--- src/rtl/vlset_pkg.sv ---
// Shared types for the vector length set unit.
// Assumes: a 4-bit condition field ordered LT,GT,EQ,SO from MSB to LSB.
package vlset_pkg;

    // Operating mode decoded from the three flags
    typedef enum logic [1:0] {
        MD_HOLD    = 2'd0,  // no flags: re-clamp the current length
        MD_MAXONLY = 2'd1,  // maximum select only: length follows new maximum
        MD_REQ     = 2'd2,  // vector select: explicit request
        MD_STEP    = 2'd3   // vertical-first alone: hand off to step logic
    } vl_mode_e;

    // Condition field layout
    typedef struct packed {
        logic lt;
        logic gt;
        logic eq;
        logic so;
    } crf_t;

endpackage

--- src/rtl/vlset_mode_dec.sv ---
// Decodes the select flags into an operating mode.
// Assumes: vector select has priority over maximum select; step mode only
// when vertical-first is requested with neither select flag set.
module vlset_mode_dec
    import vlset_pkg::*;
(
    input  logic     sel_vec,
    input  logic     sel_max,
    input  logic     vert_first,
    output vl_mode_e mode
);

    // Priority decode of the flags
    always_comb begin
        if (sel_vec)         mode = MD_REQ;
        else if (sel_max)    mode = MD_MAXONLY;
        else if (vert_first) mode = MD_STEP;
        else                 mode = MD_HOLD;
    end

endmodule

--- src/rtl/vlset_req_sel.sv ---
// Selects the new maximum length and the raw (unclamped) requested length.
// Assumes: the immediate encodes value minus one; the maximum saturates to
// the field's all-ones value, the request does not (so it can clamp).
module vlset_req_sel
    import vlset_pkg::*;
#(
    parameter int XLEN  = 64,
    parameter int LEN_W = 7
) (
    input  vl_mode_e          mode,
    input  logic              sel_max,
    input  logic              len_from_reg,
    input  logic [LEN_W-1:0]  len_imm,
    input  logic [XLEN-1:0]   len_reg,
    input  logic [LEN_W-1:0]  old_max,
    input  logic [LEN_W-1:0]  old_len,
    output logic [LEN_W-1:0]  new_max,
    output logic [XLEN-1:0]   request
);

    localparam int PAD_IMM = XLEN - LEN_W - 1;
    localparam int PAD_LEN = XLEN - LEN_W;

    logic [LEN_W:0]   imm_p1;
    logic [LEN_W-1:0] imm_sat;

    // Immediate plus one, one bit wider than the field
    assign imm_p1  = {1'b0, len_imm} + {{LEN_W{1'b0}}, 1'b1};
    // Saturate to the widest representable maximum
    assign imm_sat = imm_p1[LEN_W] ? {LEN_W{1'b1}} : imm_p1[LEN_W-1:0];

    // Maximum comes from the immediate or is kept
    always_comb begin
        new_max = sel_max ? imm_sat : old_max;
    end

    // Requested length per mode
    always_comb begin
        case (mode)
            MD_REQ:     request = len_from_reg ? len_reg
                                               : {{PAD_IMM{1'b0}}, imm_p1};
            MD_MAXONLY: request = {{PAD_LEN{1'b0}}, new_max};
            default:    request = {{PAD_LEN{1'b0}}, old_len};
        endcase
    end

endmodule

--- src/rtl/vlset_clamp.sv ---
// Clamps an unsigned request to the maximum length and flags overflow.
// Assumes: the request is unsigned; equality with the maximum is no overflow.
module vlset_clamp #(
    parameter int XLEN  = 64,
    parameter int LEN_W = 7
) (
    input  logic [XLEN-1:0]  request,
    input  logic [LEN_W-1:0] max_len,
    output logic [LEN_W-1:0] length,
    output logic             overflow
);

    localparam int PAD = XLEN - LEN_W;

    // Unsigned compare and select
    always_comb begin
        overflow = request > {{PAD{1'b0}}, max_len};
        length   = overflow ? max_len : request[LEN_W-1:0];
    end

endmodule

--- src/rtl/vlset_crgen.sv ---
// Builds the condition field from a result value and an overflow flag.
// Assumes: a signed comparison against zero; exactly one of LT/GT/EQ set.
module vlset_crgen
    import vlset_pkg::*;
#(
    parameter int XLEN = 64
) (
    input  logic [XLEN-1:0] value,
    input  logic            so_in,
    output crf_t            crf
);

    // Signed compare against zero
    always_comb begin
        crf.lt = $signed(value) < $signed({XLEN{1'b0}});
        crf.gt = $signed(value) > $signed({XLEN{1'b0}});
        crf.eq = (value == {XLEN{1'b0}});
        crf.so = so_in;
    end

endmodule

--- src/rtl/vlen_set_unit.sv ---
// Single-cycle vector length set execution unit.
// Assumes: state word holds maximum length in its top LEN_W bits, current
// length below it, then source-step and destination-step fields, and the
// vertical-first flag in bit 0; all results registered one cycle after the
// request strobe; synchronous active-low reset.
module vlen_set_unit
    import vlset_pkg::*;
#(
    parameter int XLEN  = 64,
    parameter int LEN_W = 7,
    parameter int IDX_W = 5
) (
    input  logic             clk,
    input  logic             rst_n,
    input  logic             req_valid,
    input  logic             sel_vec,
    input  logic             sel_max,
    input  logic             vert_first,
    input  logic             len_from_reg,
    input  logic [LEN_W-1:0] len_imm,
    input  logic [XLEN-1:0]  len_reg,
    input  logic [XLEN-1:0]  vstate_in,
    input  logic [IDX_W-1:0] dest_idx,
    input  logic             rec_en,
    output logic             res_valid,
    output logic             step_req,
    output logic [XLEN-1:0]  vstate_out,
    output logic             dest_we,
    output logic [IDX_W-1:0] dest_idx_out,
    output logic [XLEN-1:0]  dest_data,
    output logic             crf_we,
    output logic [3:0]       crf_out
);

    // Field positions in the state word
    localparam int MAX_HI = XLEN - 1;
    localparam int MAX_LO = XLEN - LEN_W;
    localparam int LEN_HI = MAX_LO - 1;
    localparam int LEN_LO = XLEN - 2 * LEN_W;
    localparam int SRC_HI = LEN_LO - 1;
    localparam int SRC_LO = XLEN - 3 * LEN_W;
    localparam int DST_HI = SRC_LO - 1;
    localparam int DST_LO = XLEN - 4 * LEN_W;
    localparam int VF_BIT = 0;
    localparam int PAD    = XLEN - LEN_W;

    vl_mode_e         mode;
    logic [LEN_W-1:0] new_max;
    logic [XLEN-1:0]  request;
    logic [LEN_W-1:0] new_len;
    logic             ovf;
    logic [XLEN-1:0]  len_ext;
    crf_t             crf_n;
    logic [XLEN-1:0]  state_n;
    logic             is_step;

    vlset_mode_dec u_dec (
        .sel_vec    (sel_vec),
        .sel_max    (sel_max),
        .vert_first (vert_first),
        .mode       (mode)
    );

    vlset_req_sel #(.XLEN(XLEN), .LEN_W(LEN_W)) u_sel (
        .mode         (mode),
        .sel_max      (sel_max),
        .len_from_reg (len_from_reg),
        .len_imm      (len_imm),
        .len_reg      (len_reg),
        .old_max      (vstate_in[MAX_HI:MAX_LO]),
        .old_len      (vstate_in[LEN_HI:LEN_LO]),
        .new_max      (new_max),
        .request      (request)
    );

    vlset_clamp #(.XLEN(XLEN), .LEN_W(LEN_W)) u_clamp (
        .request  (request),
        .max_len  (new_max),
        .length   (new_len),
        .overflow (ovf)
    );

    assign len_ext = {{PAD{1'b0}}, new_len};

    vlset_crgen #(.XLEN(XLEN)) u_cr (
        .value (len_ext),
        .so_in (ovf),
        .crf   (crf_n)
    );

    assign is_step = (mode == MD_STEP);

    // Assemble the next state word
    always_comb begin
        state_n = vstate_in;
        if (!is_step) begin
            state_n[MAX_HI:MAX_LO] = new_max;
            state_n[LEN_HI:LEN_LO] = new_len;
            state_n[SRC_HI:SRC_LO] = '0;
            state_n[DST_HI:DST_LO] = '0;
            if (sel_vec || sel_max) state_n[VF_BIT] = vert_first;
        end
    end

    // Strobe registers
    always_ff @(posedge clk) begin
        if (!rst_n) begin
            res_valid <= 1'b0;
            step_req  <= 1'b0;
            dest_we   <= 1'b0;
            crf_we    <= 1'b0;
        end else begin
            res_valid <= req_valid;
            step_req  <= req_valid && is_step;
            dest_we   <= req_valid && !is_step && (dest_idx != '0);
            crf_we    <= req_valid && !is_step && rec_en;
        end
    end

    // Data registers, loaded on each request
    always_ff @(posedge clk) begin
        if (!rst_n) begin
            vstate_out   <= '0;
            dest_idx_out <= '0;
            dest_data    <= '0;
            crf_out      <= '0;
        end else if (req_valid) begin
            vstate_out   <= state_n;
            dest_idx_out <= dest_idx;
            dest_data    <= len_ext;
            crf_out      <= crf_n;
        end
    end

    // ---------------- assertions ----------------
    p_valid_next_r1: assert property (@(posedge clk) disable iff (!rst_n)
        req_valid |=> res_valid);

    p_idle_quiet_r10: assert property (@(posedge clk) disable iff (!rst_n)
        !req_valid |=> (!res_valid && !step_req && !dest_we && !crf_we));

    p_len_le_max_r4: assert property (@(posedge clk) disable iff (!rst_n)
        (res_valid && !step_req) |->
            (vstate_out[LEN_HI:LEN_LO] <= vstate_out[MAX_HI:MAX_LO]));

    p_steps_zero_r5: assert property (@(posedge clk) disable iff (!rst_n)
        (res_valid && !step_req) |->
            (vstate_out[SRC_HI:SRC_LO] == '0 && vstate_out[DST_HI:DST_LO] == '0));

    p_step_quiet_r7: assert property (@(posedge clk) disable iff (!rst_n)
        step_req |-> (!dest_we && !crf_we && res_valid));

    p_step_state_r7: assert property (@(posedge clk) disable iff (!rst_n)
        step_req |-> (vstate_out == $past(vstate_in)));

    p_dest_zext_r8: assert property (@(posedge clk) disable iff (!rst_n)
        dest_we |-> (dest_data == {{PAD{1'b0}}, vstate_out[LEN_HI:LEN_LO]}
                     && dest_idx_out != '0));

    p_cr_single_r9: assert property (@(posedge clk) disable iff (!rst_n)
        crf_we |-> ($countones(crf_out[3:1]) == 1));

    p_so_at_max_r9: assert property (@(posedge clk) disable iff (!rst_n)
        (crf_we && crf_out[0]) |->
            (vstate_out[LEN_HI:LEN_LO] == vstate_out[MAX_HI:MAX_LO]));

endmodule

--- config.mk ---
export PLATFORM = sky130hd
export DESIGN_NAME = vlen_set_unit
export DESIGN_NICKNAME = d
export VERILOG_FILES = /design/src/rtl/vlset_pkg.sv /design/src/rtl/vlset_mode_dec.sv /design/src/rtl/vlset_req_sel.sv /design/src/rtl/vlset_clamp.sv /design/src/rtl/vlset_crgen.sv /design/src/rtl/vlen_set_unit.sv
export SDC_FILE = /design/constraint.sdc
export NUM_CORES = 1
export LEC_CHECK = 0
export BUFFER_PORTS_ARGS = -buffer_cell sky130_fd_sc_hd__buf_4
export CAP_MARGIN = 25
export CORE_AREA = 2 2 112 114
export CTS_CLUSTER_SIZE = 16
export DETAILED_ROUTE_END_ITERATION = 12
export DIE_AREA = 0 0 114 116
export GPL_ROUTABILITY_DRIVEN = 1
export PLACE_DENSITY = 0.73
export RECOVER_POWER = 100
export SYNTH_ARGS = -nofsm -noshare
export SYNTH_HDL_FRONTEND = slang
export SYNTH_SLANG_ARGS = --single-unit
--- constraint.sdc ---
create_clock -name clk -period 5.6 [get_ports clk]
set_clock_uncertainty 0.15 [all_clocks]
set_input_delay 0.84 -clock clk [delete_from_list [all_inputs] [get_ports clk]]
set_output_delay 0.84 -clock clk [all_outputs]
set_load 0.01 [all_outputs]
; Word-level counts from Yosys, hierarchy flattened
; Index checks and enable logic that the tools add are counted.
; Widths: inputs -> output; s select.
[totals]
out_inout_bits = 141
reg_bits = 84
wordCells = 34
inputBits = 148
[classes]
muxes = 11
order_cmp = 3
add_sub_neg = 1
n_eq_ne = 3
n_reduce_logical = 8
[ops]
columns = op, n
row1 = $pmux 64 s2, 1
row2 = $gt 64x7->1, 1
row3 = $logic_not 64->1, 1
row4 = $mux 64, 1
row5 = $mux 28, 1
row6 = $mux 7, 3
row7 = $add 7x1->8 const B, 1
row8 = $gt 7x1->1 const B, 1
row9 = $lt 7x1->1 const B, 1
row10 = $mux 2, 3
row11 = $reduce_bool 5->1, 1
row12 = $eq 2x2->1 const B, 2
row13 = $logic_and 1x1->1, 4
row14 = $eq 2x1->1 const B, 1
row15 = $mux 1, 2
row16 = $logic_not 1->1, 1
row17 = $logic_or 1x1->1, 1

; Logic depth before layout (Yosys ltp)
; Gate-level depths: netlist of run 1.
[depth]
ltp_word = 8
mapped_depth = 17
mapped_depth_nobuf = 15

; Modules after synthesis
; From an unflattened synthesis of run 1, not the netlist that was laid out.
[unflattened]
cells_unflattened = 567
area_unflattened_um2 = 5127.4
[modules_own_cells]
columns = mod, instances, cells_per_inst, area_per_inst_um2
row1 = vlen_set_unit, 1, 332, 3550.9
row2 = vlset_req_sel, 1, 156, 974.7
row3 = vlset_clamp, 1, 51, 401.6
row4 = vlset_crgen, 1, 24, 181.4
row5 = vlset_mode_dec, 1, 4, 18.8

; Worst setup path after synthesis of run 1
; OpenSTA, ideal clock, no wires.
[synth_timing]
path_type = input port to flip-flop
from = input port sel_max
to = register crf_out[2]
path_slack_ns = 0.526
stages = 17
arrival_ns = 4.806
t_required_ns = 5.332
path_buffers = 2
cell_sequence = clkbuf_1 clkbuf_1 nor2_1 or2_2 ha_1 nor2b_1 o21ai_0 a21oi_1 a221o_1 ha_1 and4_1 o21ai_0 a221oi_1 a211oi_4 or4b_1 or4_1 o2111a_1
[synth_between]
elab_chain_cells = 7
[synth_lines]
columns = item, line_no
row1 = start: declaration, vlen_set_unit.sv:17  ; input logic sel_max,
row2 = $mux 2, vlset_mode_dec.sv:16  ; else if (sel_max) mode = MD_MAXONLY;
row3 = $mux 2, vlset_mode_dec.sv:15  ; if (sel_vec) mode = MD_REQ;
row4 = $eq 2x1->1 or $eq 2x2->1 (tied branches), vlset_req_sel.sv:39  ; case (mode)
row5 = $pmux 64 s2, vlset_req_sel.sv:39
row6 = $gt 64x7->1, vlset_clamp.sv:17  ; overflow = request > {{PAD{1'b0}}, max_len};
row7 = $mux 7 (*), vlset_clamp.sv:18  ; length = overflow ? max_len : request[LEN_W-1:0];
row8 = $gt 7x1->1 (*), vlset_crgen.sv:16  ; crf.gt = $signed(value) > $signed({XLEN{1'b0}});
row9 = end signal: assignment, vlen_set_unit.sv:131  ; crf_out <= crf_n;
row10 = end: declaration, vlen_set_unit.sv:32  ; output logic [3:0] crf_out
; Mark *: on every way between the ends. The rest lies on a longest branch, timed or not.
; A chain may end at the register's enable or synchronous reset.

; Worst setup path in the final report of run 1
; Same ends and word-level chain as after synthesis.

==> results of run 1 <==
cell type report:
cell class	instances	area (um2)
sequential	83	1660
fill	1172	5730
multi-input combinational	404	2480
timing repair buffer	234	1450
inverter	15	56.3
clock inverter	5	108
tap	147	184
clock buffer	11	243
routing by layer:
| layer | routed length, um | vias to the layer above | GRT usage, % |
|---|---|---|---|
| met5 | 0 | - | 0 |
| met4 | 285 | 0 | 6.50 |
| met3 | 1030 | 18 | 4.86 |
| met2 | 7050 | 214 | 36.5 |
| met1 | 5330 | 1973 | 22.3 |
| li1 | - | 2173 | - |
sequential cells by signal, indices dropped and copies added (netlist names):
| register | count |
|---|---|
| dest_data | 7 |
| res_valid | 1 |
| vstate_out | 64 |
| crf_we | 1 |
| step_req | 1 |
| dest_idx_out | 5 |
| crf_out | 3 |
| dest_we | 1 |
power groups by stage:
stage                     registers [W]  clock network [W]  logic [W]
final                          0.000649           0.000688   0.000378
after global placement         0.000662                  0   0.000399
after detailed placement       0.000663                  0   0.000404
after global routing           0.000653           0.000737   0.000417
after CTS                      0.000650           0.000707   0.000405
after floorplan                0.000677                  0   0.000221
cell families (layout without fill, tap and decap cells):
logic type | Yosys count | after routing | synth area share [%]
AND/OR/NAND/NOR | 182 | 182 | 20.6
buffers and inverters | 103 | 265 | 13.5
AO/OA/AOI/OAI | 97 | 97 | 13.9
flip-flops | 83 | 83 | 36.6
multiplexers | 51 | 51 | 11.3
adder cells (fa/ha/maj) | 11 | 11 | 3.03
XOR/XNOR | 5 | 5 | 0.966
other | 1 | 58 | 0.0827
through the flow:
stage / worst slack (ps) / utilization [%]
after floorplan: 526 / -
after global placement: 481 / 51.4
after detailed placement: 329 / 51.6
after CTS: 678 / 54.5
after global routing: 216 / 51.9
final: 662 / 51.9
critical path: cells and delay by family:
kind | cells | cell delay [ps]
compound gates | 7 | 1340
fa+ha+maj | 2 | 720
buf+inv | 1 | 180
simple gates | 6 | 1940
path summary, 6_finish.rpt:
path                               start                           to  slack (ps)  depth (start not counted)
max                              sel_max      crf_out[2]$_SDFFE_PN0P_         660                         16
min reg2reg    dest_data[0]$_SDFFE_PN0P_    dest_data[0]$_SDFFE_PN0P_         330                          2
max reg2reg  vstate_out[52]$_SDFFE_PN0P_  vstate_out[52]$_SDFFE_PN0P_        4440                          3
min            dest_data[0]$_SDFFE_PN0P_    dest_data[0]$_SDFFE_PN0P_         330                          2
layout by cell type (no fill, tap or decap), types with 2 or more instances in the layout:
cell type  instances
dfxtp_1           83
a311oi_1           2
nand2b_1           3
and4_1             2
o21a_1             4
inv_6              2
o211ai_1           7
a31oi_1            7
nand2_1           24
nand4_1            7
bufinv_16          3
a21oi_1           28
and3_1             2
xor2_1             2
o221ai_1           2
a41oi_1            4
clkbuf_1          86
nor3b_1            2
nand3b_1           6
nor3_1             6
mux2i_1           49
nand3_1            7
o21ai_0           23
a211oi_1           3
ha_1              11
buf_4            148
a21o_1             5
and2_1             2
nor4_1            12
xnor2_1            3
clkbuf_16          9
nor2_1            78
inv_1             14
conb_1            58
nor2b_1           21
==> results_dict.tcl, run 1 <==
set metrics [dict create \
    cts_buffers 9 \
    grt_pass1_wl_um 20400 \
    path_max_fanout 17 \
    cap_violations 1 \
    first_iter_violations 232 \
    synth.top_cell.area_share_pct 36.6 \
    finalCritPeriodShare_pct 88.2 \
    overflow 0 \
    async_flop_share_pct 0 \
    ant_nets 0 \
    die-height_um 116 \
    ys_seq_elements 83 \
    dp.cells 883 \
    power.leakage_nw 2.84 \
    p_switching_w 0.000463 \
    cts_tree "yes" \
    clock_latency_ps 330 \
    crit_slowest_cell "or4_1" \
    die_area_um2 13200 \
    internal_power_w 0.00125 \
    hold_viol_final 0 \
    power.density_nw_per_um2 278 \
    p_total_w 0.00172 \
    p_clk_share_pct 40.1 \
    wl_per_cell_um 15.2 \
    tightest_slew_ps 3820 \
    vias_per_cell 4.87 \
    period_minus_slack_ps 4940 \
    maxSlewViolCount 71 \
    synthTopCellsByArea "dfxtp_1 37%, mux2i_1 11%, buf_4 9.6%, nor2_1 6.5%, a21oi_1 3.1%" \
    grt_max_degree 71 \
    rsz0062_at_grt "no" \
    synth_common_cells "83 x dfxtp_1, 78 x nor2_1, 58 x buf_4" \
    clock-sinks 83 \
    gp_congestion 0.844 \
    area_delta_synth_final_pct 36.2 \
    whs_ps 334 \
    status "finished, violations left" \
    end_kind "register" \
    combPwrFrac_pct 22.1 \
    cts.path.max_buffers 2 \
    path_clk_slew_ps 60 \
    grt_pass1_vias 4143 \
    startpoint_type "input pin" \
    yosysMostFrequentCell "dfxtp_1" \
    synth-main-ff-cell "dfxtp_1" \
    cts.repair.resized 0 \
    hp-class "reg2reg" \
    violations "max-capacitance violations, max-slew violations" \
    setup_violations 0 \
    critPathKind "in2reg" \
    core_area_um2 11900 \
    yosysSeqAreaShare_pct 36.6 \
    wirelength_um 13700 \
    yosys.area.top_type "dfxtp_1" \
    drc_errors 0 \
    die_w_um 114 \
    critPathArrivalTime_ps 5020 \
    antenna_found_initial 0 \
    slew-limit-headroom_pct -155 \
    critical_path_required_ps 5680 \
    dr.pass1.iters 4 \
    ys_warn_count 0 \
    post-cts-setup-buffers 0 \
    cts_root_buffer "clkbuf_16" \
    max_stage_delay_ps 530 \
    max_freq_ghz 0.202 \
    ctsHoldBuffers 0 \
    hpwl_um 10900 \
    rows 40 \
    io_buffers 230 \
    netlist_area_um2 4540 \
    ios 289 \
    htree_levels 3 \
    globalRouteTotalUtil_pct 19.8 \
    syn_inst 533 \
    syn_area_per_cell_um2 8.51 \
    p_seq_share_pct 37.9 \
    synthDistinctLibCells 57 \
    post_dp_cell_area_um2 6150 \
    synth_edf_count 0 \
    path_cells "buf_4, nor2_1, or2_2, ha_1, nor2b_1, o21ai_0, a21oi_1, a221o_1, ha_1, and4_1, o21ai_0, a221oi_1, a211oi_4, or4b_1, or4_1, o2111a_1" \
    via_count 4378 \
    finalSetupTns_ps 0 \
    peakVddDrop_mv 0.157 \
    initial_core_util_pct 38.1 \
    stdcell_count 899 \
    drive_gt1_share_pct 23.3 \
    swShare_pct 27.0 \
    final_area_um2 6180 \
    nets 906 \
    diodes 0 \
]
No activity file was read; power rests on OpenSTA's default activity.
==> run 2, diff against run 1 <==
--- a/config.mk
+++ b/config.mk
@@ -12,7 +12,7 @@
 export DETAILED_ROUTE_END_ITERATION = 12
 export DIE_AREA = 0 0 114 116
 export GPL_ROUTABILITY_DRIVEN = 1
-export PLACE_DENSITY = 0.73
+export PLACE_DENSITY = 0.74
 export RECOVER_POWER = 100
 export SYNTH_ARGS = -nofsm -noshare
 export SYNTH_HDL_FRONTEND = slang
==> results_dict.tcl, run 2 (synthesis results as in run 1) <==
set metrics [dict create \
    overflow 0 \
    worst_r2r_endpoint "vstate_out[52]$_SDFFE_PN0P_" \
    drive_gt1_share_pct 23.4 \
    clock-sinks 83 \
    area_delta_synth_final_pct 35.7 \
    largest_reg_flops 64 \
    max_freq_ghz 0.197 \
    slew-limit-headroom_pct -22.6 \
    ant_nets 0 \
    rows 40 \
    end_kind "register" \
    antenna_found_initial 0 \
    drc_errors 0 \
    grt_pass1_vias 4370 \
    setup.worst_path.end "crf_out[2]$_SDFFE_PN0P_" \
    ios 289 \
    power.leakage_nw 2.83 \
    finalSetupTns_ps 0 \
    dp.cells 882 \
    dr.pass1.iters 4 \
    r2r-start "vstate_out[52]$_SDFFE_PN0P_" \
    cts_root_buffer "clkbuf_16" \
    core_area_um2 11900 \
    cap_violations 1 \
    cts_tree "yes" \
    htree_levels 3 \
    wl_per_cell_um 16.0 \
    hpwl_um 11400 \
    nets 905 \
    first_iter_violations 180 \
    startpoint_type "input pin" \
    initial_core_util_pct 38.1 \
    wirelength_um 14400 \
    hold_viol_final 0 \
    tightest_slew_ps 1840 \
    critical_path_required_ps 5670 \
    rsz0062_at_grt "no" \
    setup.worst_path.start "sel_max" \
    globalRouteTotalUtil_pct 20.9 \
    status "finished, violations left" \
    r2r_slack_ps 4540 \
    setup_violations 0 \
    cts.repair.resized 0 \
    critPathKind "in2reg" \
    cts_buffers 9 \
    peakVddDrop_mv 0.122 \
    violations "max-capacitance violations, max-slew violations" \
    post-cts-setup-buffers 0 \
    ctsHoldBuffers 0 \
    regMostFlops "vstate_out" \
    setup_slack_ps 523 \
    finalCritPeriodShare_pct 90.7 \
    gp_congestion 0.850 \
    grt_max_degree 73 \
    reg_top3 "vstate_out x64, dest_data x7, dest_idx_out x5" \
    die-height_um 116 \
    final_cell_mix "147 x buf_4, 84 x clkbuf_1, 83 x dfxtp_1, 78 x nor2_1, 58 x conb_1" \
    path_clk_slew_ps 60 \
    die_area_um2 13200 \
    critPathArrivalTime_ps 5150 \
    period_minus_slack_ps 5080 \
    io_buffers 230 \
    stdcell_count 898 \
    post-place-ws_ps 299 \
    via_count 4425 \
    power.density_nw_per_um2 273 \
    clock_latency_ps 330 \
    maxSlewViolCount 73 \
    n_fill_cell 1165 \
    hp-class "reg2reg" \
    layout_commonest_cell "buf_4" \
    cts.path.max_buffers 2 \
    path_max_fanout 17 \
    worstRegToRegCells 3 \
    vias_per_cell 4.93 \
    die_w_um 114 \
    grt_pass1_wl_um 21700 \
    diodes 0 \
]
[run 2: cell types whose count changed in the layout (fill, tap and decap cells not counted)]
cell / previous run / this run
clkbuf_1: 86 / 84
buf_4: 148 / 147
bufinv_16: 3 / 2
clkbuf_2: 0 / 1
clkinv_4: 0 / 1
clkinvlp_4: 0 / 1
[run 2: layout make-up]
type                    count  area (um2)  share of cell area, %
clock inverters             6        93.8                   1.52
flip-flops and latches     83        1660                   27.0
well taps                 147         184                   2.99
repair buffers            233        1440                   23.5
multi-input cells         404        2480                   40.2
inverters                  15        56.3                  0.915
clock buffers              10         239                   3.88
[run 2: routing by layer]
layer / track usage [%] / wire length [um]
met1: 22.9 / 5370
met2: 39.9 / 7700
met3: 4.08 / 972
met4: 7.80 / 326
met5: 0 / 0
[run 2: power breakdown]
| group | switching (W) | total [W] | internal [W] |
|---|---|---|---|
| registers | 0.0000202 | 0.000649 | 0.000629 |
| clock network | 0.000245 | 0.000651 | 0.000407 |
| logic | 0.000211 | 0.000381 | 0.000170 |
| total | 0.000475 | 0.00168 | 0.00121 |
[run 2: worst max-delay path: stages]
cell	delay, ps
buf_4	180
nor2_1	60
or2_2	290
ha_1	480
nor2b_1	370
o21ai_0	140
a21oi_1	150
a221o_1	190
ha_1	260
and4_1	240
o21ai_0	90
a221oi_1	150
a211oi_4	500
or4b_1	500
or4_1	530
o2111a_1	160
[run 2: worst min-delay path by stage]
stage / depth (start not counted) / from / to / slack, ps
after floorplan: 2 / vstate_out[0]$_SDFFE_PN0P_ / vstate_out[0]$_SDFFE_PN0P_ / 350
after global placement: 2 / vstate_out[14]$_SDFFE_PN0P_ / vstate_out[14]$_SDFFE_PN0P_ / 320
after detailed placement: 2 / dest_data[4]$_SDFFE_PN0P_ / dest_data[4]$_SDFFE_PN0P_ / 320
after CTS: 2 / vstate_out[57]$_SDFFE_PN0P_ / vstate_out[57]$_SDFFE_PN0P_ / 350
after global routing: 2 / dest_data[0]$_SDFFE_PN0P_ / dest_data[0]$_SDFFE_PN0P_ / 380
final: 2 / vstate_out[57]$_SDFFE_PN0P_ / vstate_out[57]$_SDFFE_PN0P_ / 340
[run 2: through the flow]
| step | util, % | total power, W | hold WS (ps) | cell area (um2) |
|---|---|---|---|---|
| 2_1_floorplan | - | 0.000899 | 353 | 4750 |
| 4_1_cts | 54.3 | 0.00173 | 350 | 6470 |
| 6_report | 51.7 | 0.00168 | 343 | 6150 |
| 5_1_grt | 51.7 | 0.00176 | 375 | 6150 |
| 3_5_place_dp | 51.5 | 0.00107 | 322 | 6140 |
| 3_3_place_gp | 51.4 | 0.00106 | 325 | 6120 |
